## src/rtl/bwb_pkg.sv

```systemverilog
package bwb_pkg;
  localparam int LANES  = 4;
  localparam int BYTE_W = 8;
  localparam int DATA_W = LANES * BYTE_W;

  typedef enum logic [1:0] {
    SQ_IDLE = 2'd0,
    SQ_RUN  = 2'd1,
    SQ_GAP  = 2'd2
  } seq_state_t;

  localparam logic [1:0] SZ_LONG = 2'b00;
  localparam logic [1:0] SZ_BYTE = 2'b01;
  localparam logic [1:0] SZ_WORD = 2'b10;

  localparam logic [1:0] PS_32 = 2'b00;
  localparam logic [1:0] PS_8  = 2'b01;
  localparam logic [1:0] PS_16 = 2'b10;

  // operand length in bytes, 0 for the reserved code
  function automatic logic [2:0] op_bytes(input logic [1:0] sz);
    case (sz)
      SZ_LONG: return 3'd4;
      SZ_WORD: return 3'd2;
      SZ_BYTE: return 3'd1;
      default: return 3'd0;
    endcase
  endfunction

  // port width in bytes, 0 for the reserved code
  function automatic logic [2:0] port_bytes(input logic [1:0] ps);
    case (ps)
      PS_32:   return 3'd4;
      PS_16:   return 3'd2;
      PS_8:    return 3'd1;
      default: return 3'd0;
    endcase
  endfunction

  function automatic logic is_aligned(input logic [1:0] sz, input logic [1:0] off);
    case (sz)
      SZ_LONG: return off == 2'b00;
      SZ_WORD: return off[0] == 1'b0;
      SZ_BYTE: return 1'b1;
      default: return 1'b0;
    endcase
  endfunction

  // bytes a port of pb bytes can move starting at offset off
  function automatic logic [2:0] step_len(input logic [2:0] pb, input logic [1:0] off,
                                          input logic [2:0] rem);
    logic [2:0] po;
    logic [2:0] avail;
    po    = {1'b0, off} & (pb - 3'd1);
    avail = pb - po;
    return (rem < avail) ? rem : avail;
  endfunction

  // lanes covered by rem bytes starting at offset off (32-bit view)
  function automatic logic [3:0] lane_mask(input logic [1:0] off, input logic [2:0] rem);
    logic [3:0] m;
    for (int l = 0; l < LANES; l++)
      m[l] = (4'(l) >= {2'b00, off}) && (4'(l) < ({2'b00, off} + {1'b0, rem}));
    return m;
  endfunction

  function automatic logic [4:0] byte_shift(input logic [2:0] n, input logic [2:0] i);
    logic [2:0] k;
    k = n - 3'd1 - i;
    return {k[1:0], 3'b000};
  endfunction

  // byte i (0 = most significant) of an n-byte right-justified operand
  function automatic logic [7:0] pick_byte(input logic [31:0] d, input logic [2:0] n,
                                           input logic [2:0] i);
    logic [31:0] t;
    t = d >> byte_shift(n, i);
    return t[7:0];
  endfunction

  function automatic logic [31:0] place_byte(input logic [31:0] h, input logic [2:0] n,
                                             input logic [2:0] i, input logic [7:0] b);
    logic [31:0] mask;
    mask = 32'h0000_00FF << byte_shift(n, i);
    return (h & ~mask) | ({24'd0, b} << byte_shift(n, i));
  endfunction
endpackage

```

## src/rtl/bwb_wr_steer.sv

```systemverilog
module bwb_wr_steer
  import bwb_pkg::*;
(
  input  logic              active,
  input  logic              wr,
  input  logic [DATA_W-1:0] wdata,
  input  logic [2:0]        n_total,
  input  logic [2:0]        idx,
  input  logic [2:0]        rep,
  input  logic [1:0]        off,
  input  logic [2:0]        rem,
  output logic [DATA_W-1:0] lanes_data,
  output logic [LANES-1:0]  lanes_en
);
  // rep is the span the byte pattern repeats over: the whole operand while the
  // port width is unknown, the port width afterwards
  for (genvar l = 0; l < LANES; l++) begin : g_lane
    logic [2:0] src;
    assign src = idx + (3'(l) & (rep - 3'd1));
    assign lanes_data[DATA_W-1-BYTE_W*l -: BYTE_W] = wr ? pick_byte(wdata, n_total, src) : 8'h00;
  end

  assign lanes_en = active ? lane_mask(off, rem) : '0;
endmodule

```

## src/rtl/bwb_rd_pack.sv

```systemverilog
module bwb_rd_pack
  import bwb_pkg::*;
(
  input  logic [DATA_W-1:0] hold,
  input  logic [DATA_W-1:0] rdata,
  input  logic [2:0]        n_total,
  input  logic [2:0]        idx,
  input  logic [2:0]        pb,
  input  logic [1:0]        off,
  input  logic [2:0]        cnt,
  output logic [DATA_W-1:0] packed_q
);
  logic [2:0] port_off;
  assign port_off = {1'b0, off} & (pb - 3'd1);

  always_comb begin
    packed_q = hold;
    for (int j = 0; j < LANES; j++) begin
      logic [2:0]  lane;
      logic [31:0] t;
      lane = port_off + 3'(j);
      t    = rdata << {lane[1:0], 3'b000};
      if (3'(j) < cnt)
        packed_q = place_byte(packed_q, n_total, idx + 3'(j), t[31:24]);
    end
  end
endmodule

```

## src/rtl/bwb_seq.sv

```systemverilog
module bwb_seq
  import bwb_pkg::*;
(
  input  logic       clk,
  input  logic       rst_n,
  input  logic       accept,
  input  logic       req_ok,
  input  logic       sub_hit,
  input  logic       sub_bad,
  input  logic       sub_last,
  output seq_state_t state,
  output logic       ack_q,
  output logic       err_q
);
  always_ff @(posedge clk) begin
    if (!rst_n) begin
      state <= SQ_IDLE;
      ack_q <= 1'b0;
      err_q <= 1'b0;
    end else begin
      ack_q <= 1'b0;
      err_q <= 1'b0;
      case (state)
        SQ_IDLE: if (accept) begin
          if (req_ok) state <= SQ_RUN;
          else        err_q <= 1'b1;
        end
        SQ_RUN: if (sub_hit) begin
          if (sub_bad) begin
            state <= SQ_IDLE;
            err_q <= 1'b1;
          end else if (sub_last) begin
            state <= SQ_IDLE;
            ack_q <= 1'b1;
          end else begin
            state <= SQ_GAP;
          end
        end
        SQ_GAP:  state <= SQ_RUN;
        default: state <= SQ_IDLE;
      endcase
    end
  end
endmodule

```

## src/rtl/bus_width_bridge.sv

```systemverilog
module bus_width_bridge
  import bwb_pkg::*;
#(
  parameter int AW = 24
) (
  input  logic          clk,
  input  logic          rst_n,
  input  logic          m_start,
  input  logic          m_rnw,
  input  logic [AW-1:0] m_addr,
  input  logic [1:0]    m_size,
  input  logic [31:0]   m_wdata,
  output logic          m_ack,
  output logic          m_err,
  output logic [31:0]   m_rdata,
  output logic          m_busy,
  output logic          t_as,
  output logic          t_rnw,
  output logic [AW-1:0] t_addr,
  output logic [3:0]    t_ds,
  output logic [31:0]   t_wdata,
  input  logic          t_ack,
  input  logic          t_berr,
  input  logic [1:0]    t_psize,
  input  logic [31:0]   t_rdata
);
  seq_state_t  state;
  logic        rnw_q;
  logic [2:0]  n_q;
  logic [31:0] wdata_q;
  logic [AW-1:0] addr_q;
  logic [2:0]  idx_q;
  logic [2:0]  rem_q;
  logic [2:0]  pb_q;       // 0 until the first acknowledge reports a width
  logic [31:0] hold_q;
  logic [31:0] hold_next;

  // named events, also watched by the checker
  logic       accept;
  logic       req_ok;
  logic       sub_hit;
  logic       sub_bad;
  logic       sub_last;
  logic [2:0] pb_now;
  logic [2:0] cnt;
  logic [2:0] rep;

  assign accept   = (state == SQ_IDLE) && m_start;
  assign req_ok   = is_aligned(m_size, m_addr[1:0]) && (op_bytes(m_size) != 3'd0);
  assign sub_hit  = (state == SQ_RUN) && (t_ack || t_berr);
  assign pb_now   = port_bytes(t_psize);
  assign sub_bad  = t_berr || (pb_now == 3'd0);
  assign cnt      = step_len(pb_now, addr_q[1:0], rem_q);
  assign sub_last = (rem_q == cnt);
  assign rep      = (pb_q == 3'd0) ? n_q : pb_q;

  bwb_seq u_seq (
    .clk      (clk),
    .rst_n    (rst_n),
    .accept   (accept),
    .req_ok   (req_ok),
    .sub_hit  (sub_hit),
    .sub_bad  (sub_bad),
    .sub_last (sub_last),
    .state    (state),
    .ack_q    (m_ack),
    .err_q    (m_err)
  );

  bwb_wr_steer u_steer (
    .active     (state == SQ_RUN),
    .wr         (!rnw_q),
    .wdata      (wdata_q),
    .n_total    (n_q),
    .idx        (idx_q),
    .rep        (rep),
    .off        (addr_q[1:0]),
    .rem        (rem_q),
    .lanes_data (t_wdata),
    .lanes_en   (t_ds)
  );

  bwb_rd_pack u_pack (
    .hold     (hold_q),
    .rdata    (t_rdata),
    .n_total  (n_q),
    .idx      (idx_q),
    .pb       (pb_now),
    .off      (addr_q[1:0]),
    .cnt      (cnt),
    .packed_q (hold_next)
  );

  always_ff @(posedge clk) begin
    if (!rst_n) begin
      rnw_q   <= 1'b1;
      n_q     <= 3'd0;
      wdata_q <= '0;
      addr_q  <= '0;
      idx_q   <= 3'd0;
      rem_q   <= 3'd0;
      pb_q    <= 3'd0;
      hold_q  <= '0;
    end else if (accept && req_ok) begin
      rnw_q   <= m_rnw;
      n_q     <= op_bytes(m_size);
      wdata_q <= m_wdata;
      addr_q  <= m_addr;
      idx_q   <= 3'd0;
      rem_q   <= op_bytes(m_size);
      pb_q    <= 3'd0;
      hold_q  <= '0;
    end else if (sub_hit && !sub_bad) begin
      addr_q <= addr_q + {{(AW-3){1'b0}}, cnt};
      idx_q  <= idx_q + cnt;
      rem_q  <= rem_q - cnt;
      pb_q   <= pb_now;
      if (rnw_q) hold_q <= hold_next;
    end
  end

  assign m_busy  = (state != SQ_IDLE);
  assign m_rdata = hold_q;
  assign t_as    = (state == SQ_RUN);
  assign t_rnw   = rnw_q;
  assign t_addr  = addr_q;
endmodule

```

## config.mk

```make
export PLATFORM = sky130hd
export DESIGN_NAME = bus_width_bridge
export DESIGN_NICKNAME = d
export VERILOG_FILES = /design/src/rtl/bwb_pkg.sv /design/src/rtl/bwb_wr_steer.sv /design/src/rtl/bwb_rd_pack.sv /design/src/rtl/bwb_seq.sv /design/src/rtl/bus_width_bridge.sv
export SDC_FILE = /design/constraint.sdc
export NUM_CORES = 1
export LEC_CHECK = 0
export ABC_CLOCK_PERIOD_IN_PS = 11900
export BUFFER_PORTS_ARGS = -buffer_cell sky130_fd_sc_hd__clkbuf_2
export CORE_MARGIN = 2
export CORE_UTILIZATION = 33
export DETAILED_ROUTE_END_ITERATION = 7
export MAX_ROUTING_LAYER = met4
export PLACE_DENSITY_LB_ADDON = 0.15
export SYNTH_ARGS = -nofsm -noshare
export SYNTH_HDL_FRONTEND = slang
export SYNTH_HIERARCHICAL = 1
export SYNTH_SLANG_ARGS = --single-unit
```

## constraint.sdc

```tcl
create_clock -name clk -period 11.9 [get_ports clk]
set_clock_uncertainty 0.1 [all_clocks]
set_input_delay 0 -clock clk [delete_from_list [all_inputs] [get_ports clk]]
set_output_delay 0 -clock clk [all_outputs]
set_load 0.01 [all_outputs]
```

==> results_dict.tcl, run 1 <==
set metrics [dict create \
    crit_buf_inv 4 \
    tightest_slew_ns 1.170 \
    vias_per_cell 5.406 \
    power_leakage_nw 4.510 \
    firstDrtPassIters 7 \
    grt_max_degree 74 \
    die_w_microns 159.8 \
    clk_latency_ns 0.37 \
    crit_slowest_cell "ha_1" \
    preCtsSetupSlack_ns 6.923 \
    status "finished clean" \
    critPathArrivalTime_ns 4.70 \
    dieArea_sq_um 25540 \
    first_global_vias 8028 \
    criticalPathCategory "input port to flip-flop" \
    ir_worst_vdd_mv 0.08241 \
    maxCapViolCount 0 \
    finalCriticalPeriod_ns 4.571 \
    drtIter0Drc 601 \
    hold_path_class "input port to flip-flop" \
    worstPathRequired_ns 12.03 \
    nets 1370 \
    cts_tree "yes" \
    relSlewSlack_pct 21.80 \
    root_buffer "clkbuf_16" \
    syn2layout_area_growth_pct 26.41 \
    postRouteAntennaNets 0 \
    final.setup.tns_ns 0 \
    ios 195 \
    rsz0062_at_grt "false" \
    cellPowerDensity_nw_per_um2 97.62 \
    final_common_cell "nand2_1" \
    fmax_mhz 218.8 \
    endpoint_kind "flip-flop" \
    setup_ws_ns 7.329 \
    finalMaxSlewViolations 0 \
    grt_pass1_wl_microns 43700 \
    hold_viol_final 0 \
    dieHeight_microns 159.8 \
    wl_microns 27570 \
    drc 0 \
    finalSetupViolations 0 \
    htreeDepth 3 \
    syn_area_sq_um 8013 \
    netlist_instances 1032 \
    grt-ovfl-total 0 \
    post_drt_wl_per_cell_microns 17.49 \
    grt_usage_pct 21.77 \
    slowest_delay_ns 0.66 \
    vias 8526 \
    cts.path.max_buffers 2 \
    cp-start-kind "input port" \
    place_congestion 0.9404 \
    fill_cells 2558 \
    antenna_found_initial 0 \
    start_util_pct 33.24 \
    drive_gt1_share_pct 21.39 \
    io_buffers 194 \
    post-dp-hpwl_microns 19600 \
    syn_avg_cell_area_sq_um 7.764 \
    layout_common_cells "nand2_1, clkbuf_2, dfxtp_1" \
    synth_nets 1154 \
    yosys_warnings 6 \
    clk_pin_slew_ns 0.09 \
    core_area_sq_um 24110 \
    cp_top_family "adder cells" \
    cts.sinks 103 \
    rows 57 \
    min_period_over_period_pct 38.41 \
    cp_cell_sequence "clkbuf_2, inv_1, ha_1, nor2_1, a21oi_1, ha_1, a21oi_1, xnor2_1, inv_1, ha_1, o2bb2ai_1, mux2i_1, ha_1, inv_1, fa_1, nor2b_1, o2111a_1, and2_1, mux2i_1, o221ai_1" \
    cp_max_fo 21 \
    num_antenna_cells 0 \
    cts_made_buffers 9 \
    crit_top_cell "ha_1" \
]
==> state kept, by name, indices dropped and copies added, names as in the netlist <==
register / cells
idx_q: 2
m_rdata: 32
n_q: 2
pb_q: 3
rem_q: 3
t_addr: 24
t_rnw: 1
u_seq/ack_q: 1
u_seq/err_q: 1
u_seq/state: 2
wdata_q: 32
==> layer usage <==
metal | GRT usage [%] | wire, microns | vias to the layer above
met3 | 4.519 | 1893 | 42
li1 | - | - | 4168
met4 | 5.569 | 597 | 0
met2 | 34.45 | 12560 | 320
met1 | 28.42 | 12530 | 3996
met5 | - | 0 | -
==> final timing paths <==
kind | cells past startpoint | start | to | slack, ns
hold / removal | 2 | rst_n | t_rnw$_SDFFE_PN1P_ | 0.04
hold reg to reg | 2 | wdata_q[4]$_SDFFE_PN0P_ | wdata_q[4]$_SDFFE_PN0P_ | 0.37
setup reg to reg | 16 | t_addr[0]$_SDFFE_PN0P_ | t_addr[20]$_SDFFE_PN0P_ | 7.34
setup / recovery | 20 | t_psize[1] | t_addr[20]$_SDFFE_PN0P_ | 7.33
==> stage by stage <==
step / power [mW] / hold WS, ns / area (sq um) / util (%) / cells
floorplan: 0.5792 / 0.03038 / 8013 / - / 1032
global placement: 0.6725 / 0.1262 / 9219 / 38.24 / 1499
detailed placement: 0.6737 / 0.1279 / 9219 / 38.24 / 1499
CTS: 0.9957 / 0.03527 / 10130 / 42.02 / 1577
global route: 1.044 / 0.09902 / 10130 / 42.02 / 1577
finish: 0.9887 / 0.03907 / 10130 / 42.02 / 1577
==> where the power goes <==
part           switching [mW]  internal [mW]
Combinational           0.183          0.125
Clock                   0.156          0.148
Sequential             0.0177          0.360
Total                   0.356          0.632
==> repair_timing <==
action	in CTS	in global routing
endpoints found under the hold margin	62	0
gates resized for setup	0	0
hold buffers	62	0
buffers inserted	0	0
==> area by class of cell <==
| class | instances | area (sq um) | share of cell area (%) |
|---|---|---|---|
| repair buffers | 265 | 1659 | 16.38 |
| flip-flops and latches | 103 | 2062 | 20.36 |
| clock buffers | 10 | 229.0 | 2.261 |
| clock inverters | 6 | 60.06 | 0.5930 |
| well taps | 324 | 405.4 | 4.002 |
| multi-input cells | 845 | 5623 | 55.52 |
| inverters | 24 | 90.09 | 0.8894 |
No activity file was read; power rests on OpenSTA's default activity.
==> run 2: changes to the inputs <==
- ABC_AREA: unset -> 1
- ABC_CLOCK_PERIOD_IN_PS: 11900 -> 4500
- clock period: 11.9 -> 4.5 ns (I/O delays scaled with it)
==> results_dict.tcl, run 2 <==
set metrics [dict create \
    status "finished clean" \
    first_global_vias 10187 \
    power_leakage_nw 5.269 \
    place_congestion 0.9923 \
    netlist_instances 1603 \
    cts.path.max_buffers 2 \
    post-cts-setup-buffer-count 0 \
    met3_usage_pct 3.372 \
    die_w_microns 170.3 \
    fin_util_pct 41.50 \
    yosys_warnings 6 \
    grt_usage_pct 24.41 \
    vias 11070 \
    endpoint_kind "flip-flop" \
    drc 0 \
    dieHeight_microns 170.3 \
    post-dp-hpwl_microns 25280 \
    syn2layout_area_growth_pct 22.91 \
    tightest_slew_ns 1.141 \
    layout_common_cells "nand2_1, clkbuf_2, nor2_1" \
    clk_pin_slew_ns 0.08 \
    rows 60 \
    cts_made_buffers 9 \
    io_buffers 194 \
    grt_pass1_wl_microns 54120 \
    met2_usage_pct 36.44 \
    syn_avg_cell_area_sq_um 5.693 \
    dpl_cell_area_sq_um 10260 \
    cts_tree "yes" \
    rsz0062_at_grt "false" \
    cellPowerDensity_nw_per_um2 277.7 \
    clk_latency_ns 0.37 \
    total_power_mw 3.115 \
    syn_area_sq_um 9126 \
    vias_per_cell 5.106 \
    finalMaxSlewViolations 0 \
    wl_microns 34630 \
    preCtsSetupSlack_ns 0.2549 \
    critPathArrivalTime_ns 4.08 \
    finalSetupViolations 0 \
    grt_util_met1_pct 34.58 \
    antenna_found_initial 0 \
    min_period_over_period_pct 87.59 \
    start_util_pct 33.77 \
    cp_max_fo 5 \
    dieArea_sq_um 29000 \
    num_antenna_cells 0 \
    criticalPathCategory "flip-flop to flip-flop" \
    grt-ovfl-total 0 \
    postRouteAntennaNets 0 \
    drive_gt1_share_pct 17.02 \
    root_buffer "clkbuf_16" \
    setup_ws_ns 0.5585 \
    nets 1944 \
    relSlewSlack_pct 23.87 \
    ios 195 \
    post_drt_wl_per_cell_microns 15.98 \
    core_area_sq_um 27030 \
    maxCapViolCount 0 \
    grt_max_degree 77 \
    final_common_cell "nand2_1" \
    fmax_mhz 253.7 \
    worstPathRequired_ns 4.64 \
    busiest_layer "met2" \
    finalCriticalPeriod_ns 3.942 \
    synth_nets 1725 \
    fin_area_sq_um 11220 \
    drtIter0Drc 918 \
    firstDrtPassIters 6 \
    cp-start-kind "flip-flop" \
    cts.sinks 103 \
    hold_path_class "input port to flip-flop" \
    ir_worst_vdd_mv 0.1508 \
    htreeDepth 3 \
    hold_viol_final 0 \
    final.setup.tns_ns 0 \
]
run 2: final cells by class:
class	instances	area [sq um]
clock buffers	9	225.2
repair buffers	272	1719
clock inverters	7	78.83
flip-flops and latches	103	2062
multi-input cells	1248	6000
inverters	188	705.7
fillers	3014	15810
well taps	341	426.7
run 2: path summary, 6_finish.rpt:
check,from,to,slack [ns],cells past startpoint
setup / recovery,t_addr[1]$_SDFFE_PN0P_,t_addr[22]$_SDFFE_PN0P_,0.56,22
hold / removal,rst_n,t_addr[6]$_SDFFE_PN0P_,0.08,4
setup reg to reg,t_addr[1]$_SDFFE_PN0P_,t_addr[22]$_SDFFE_PN0P_,0.56,22
hold reg to reg,pb_q[2]$_SDFFE_PP0P_,pb_q[2]$_SDFFE_PP0P_,0.37,2
run 2: where the power goes:
| part | switching (mW) | internal, mW | leakage, nW |
|---|---|---|---|
| sequential | 0.0574 | 0.965 | 0.838 |
| combinational | 0.840 | 0.414 | 4.28 |
| clock | 0.443 | 0.396 | 0.148 |
run 2: through the flow:
step | cells | hold slack (ns)
after floorplan | 1603 | 0.03038
after global placement | 2087 | 0.1340
after detailed placement | 2087 | 0.1385
after CTS | 2168 | 0.08470
after global routing | 2168 | 0.1109
final | 2168 | 0.08435
run 2: what timing repair did:
item | in CTS | in global routing
hold endpoints to repair | 64 | 0
setup endpoints to repair | 0 | 8
gates resized for setup | 0 | 2
hold buffers | 65 | 0
run 2: worst max-delay path, stage by stage, from the launching register on:
cell and delay (ns):
dfxtp_1 0.31, inv_1 0.11, nand2_1 0.08, o21a_1 0.11, ha_1 0.19, inv_1 0.05
nand3_1 0.08, xor2_1 0.21, inv_1 0.07, ha_1 0.27, o21ai_1 0.25, nand2_1 0.08
o21ai_1 0.31, inv_1 0.20, fa_1 0.48, o21ai_2 0.21, nand2_1 0.11, nor2_1 0.23
nand2_1 0.08, nand2_1 0.07, nand3_1 0.06, nand2_1 0.09, a21oi_1 0.05
run 2: metal layers:
layer,vias to the layer above,wire (microns)
li1,5576,-
met1,5062,17170
met4,0,575
met5,-,0
met3,38,2340
met2,394,14540
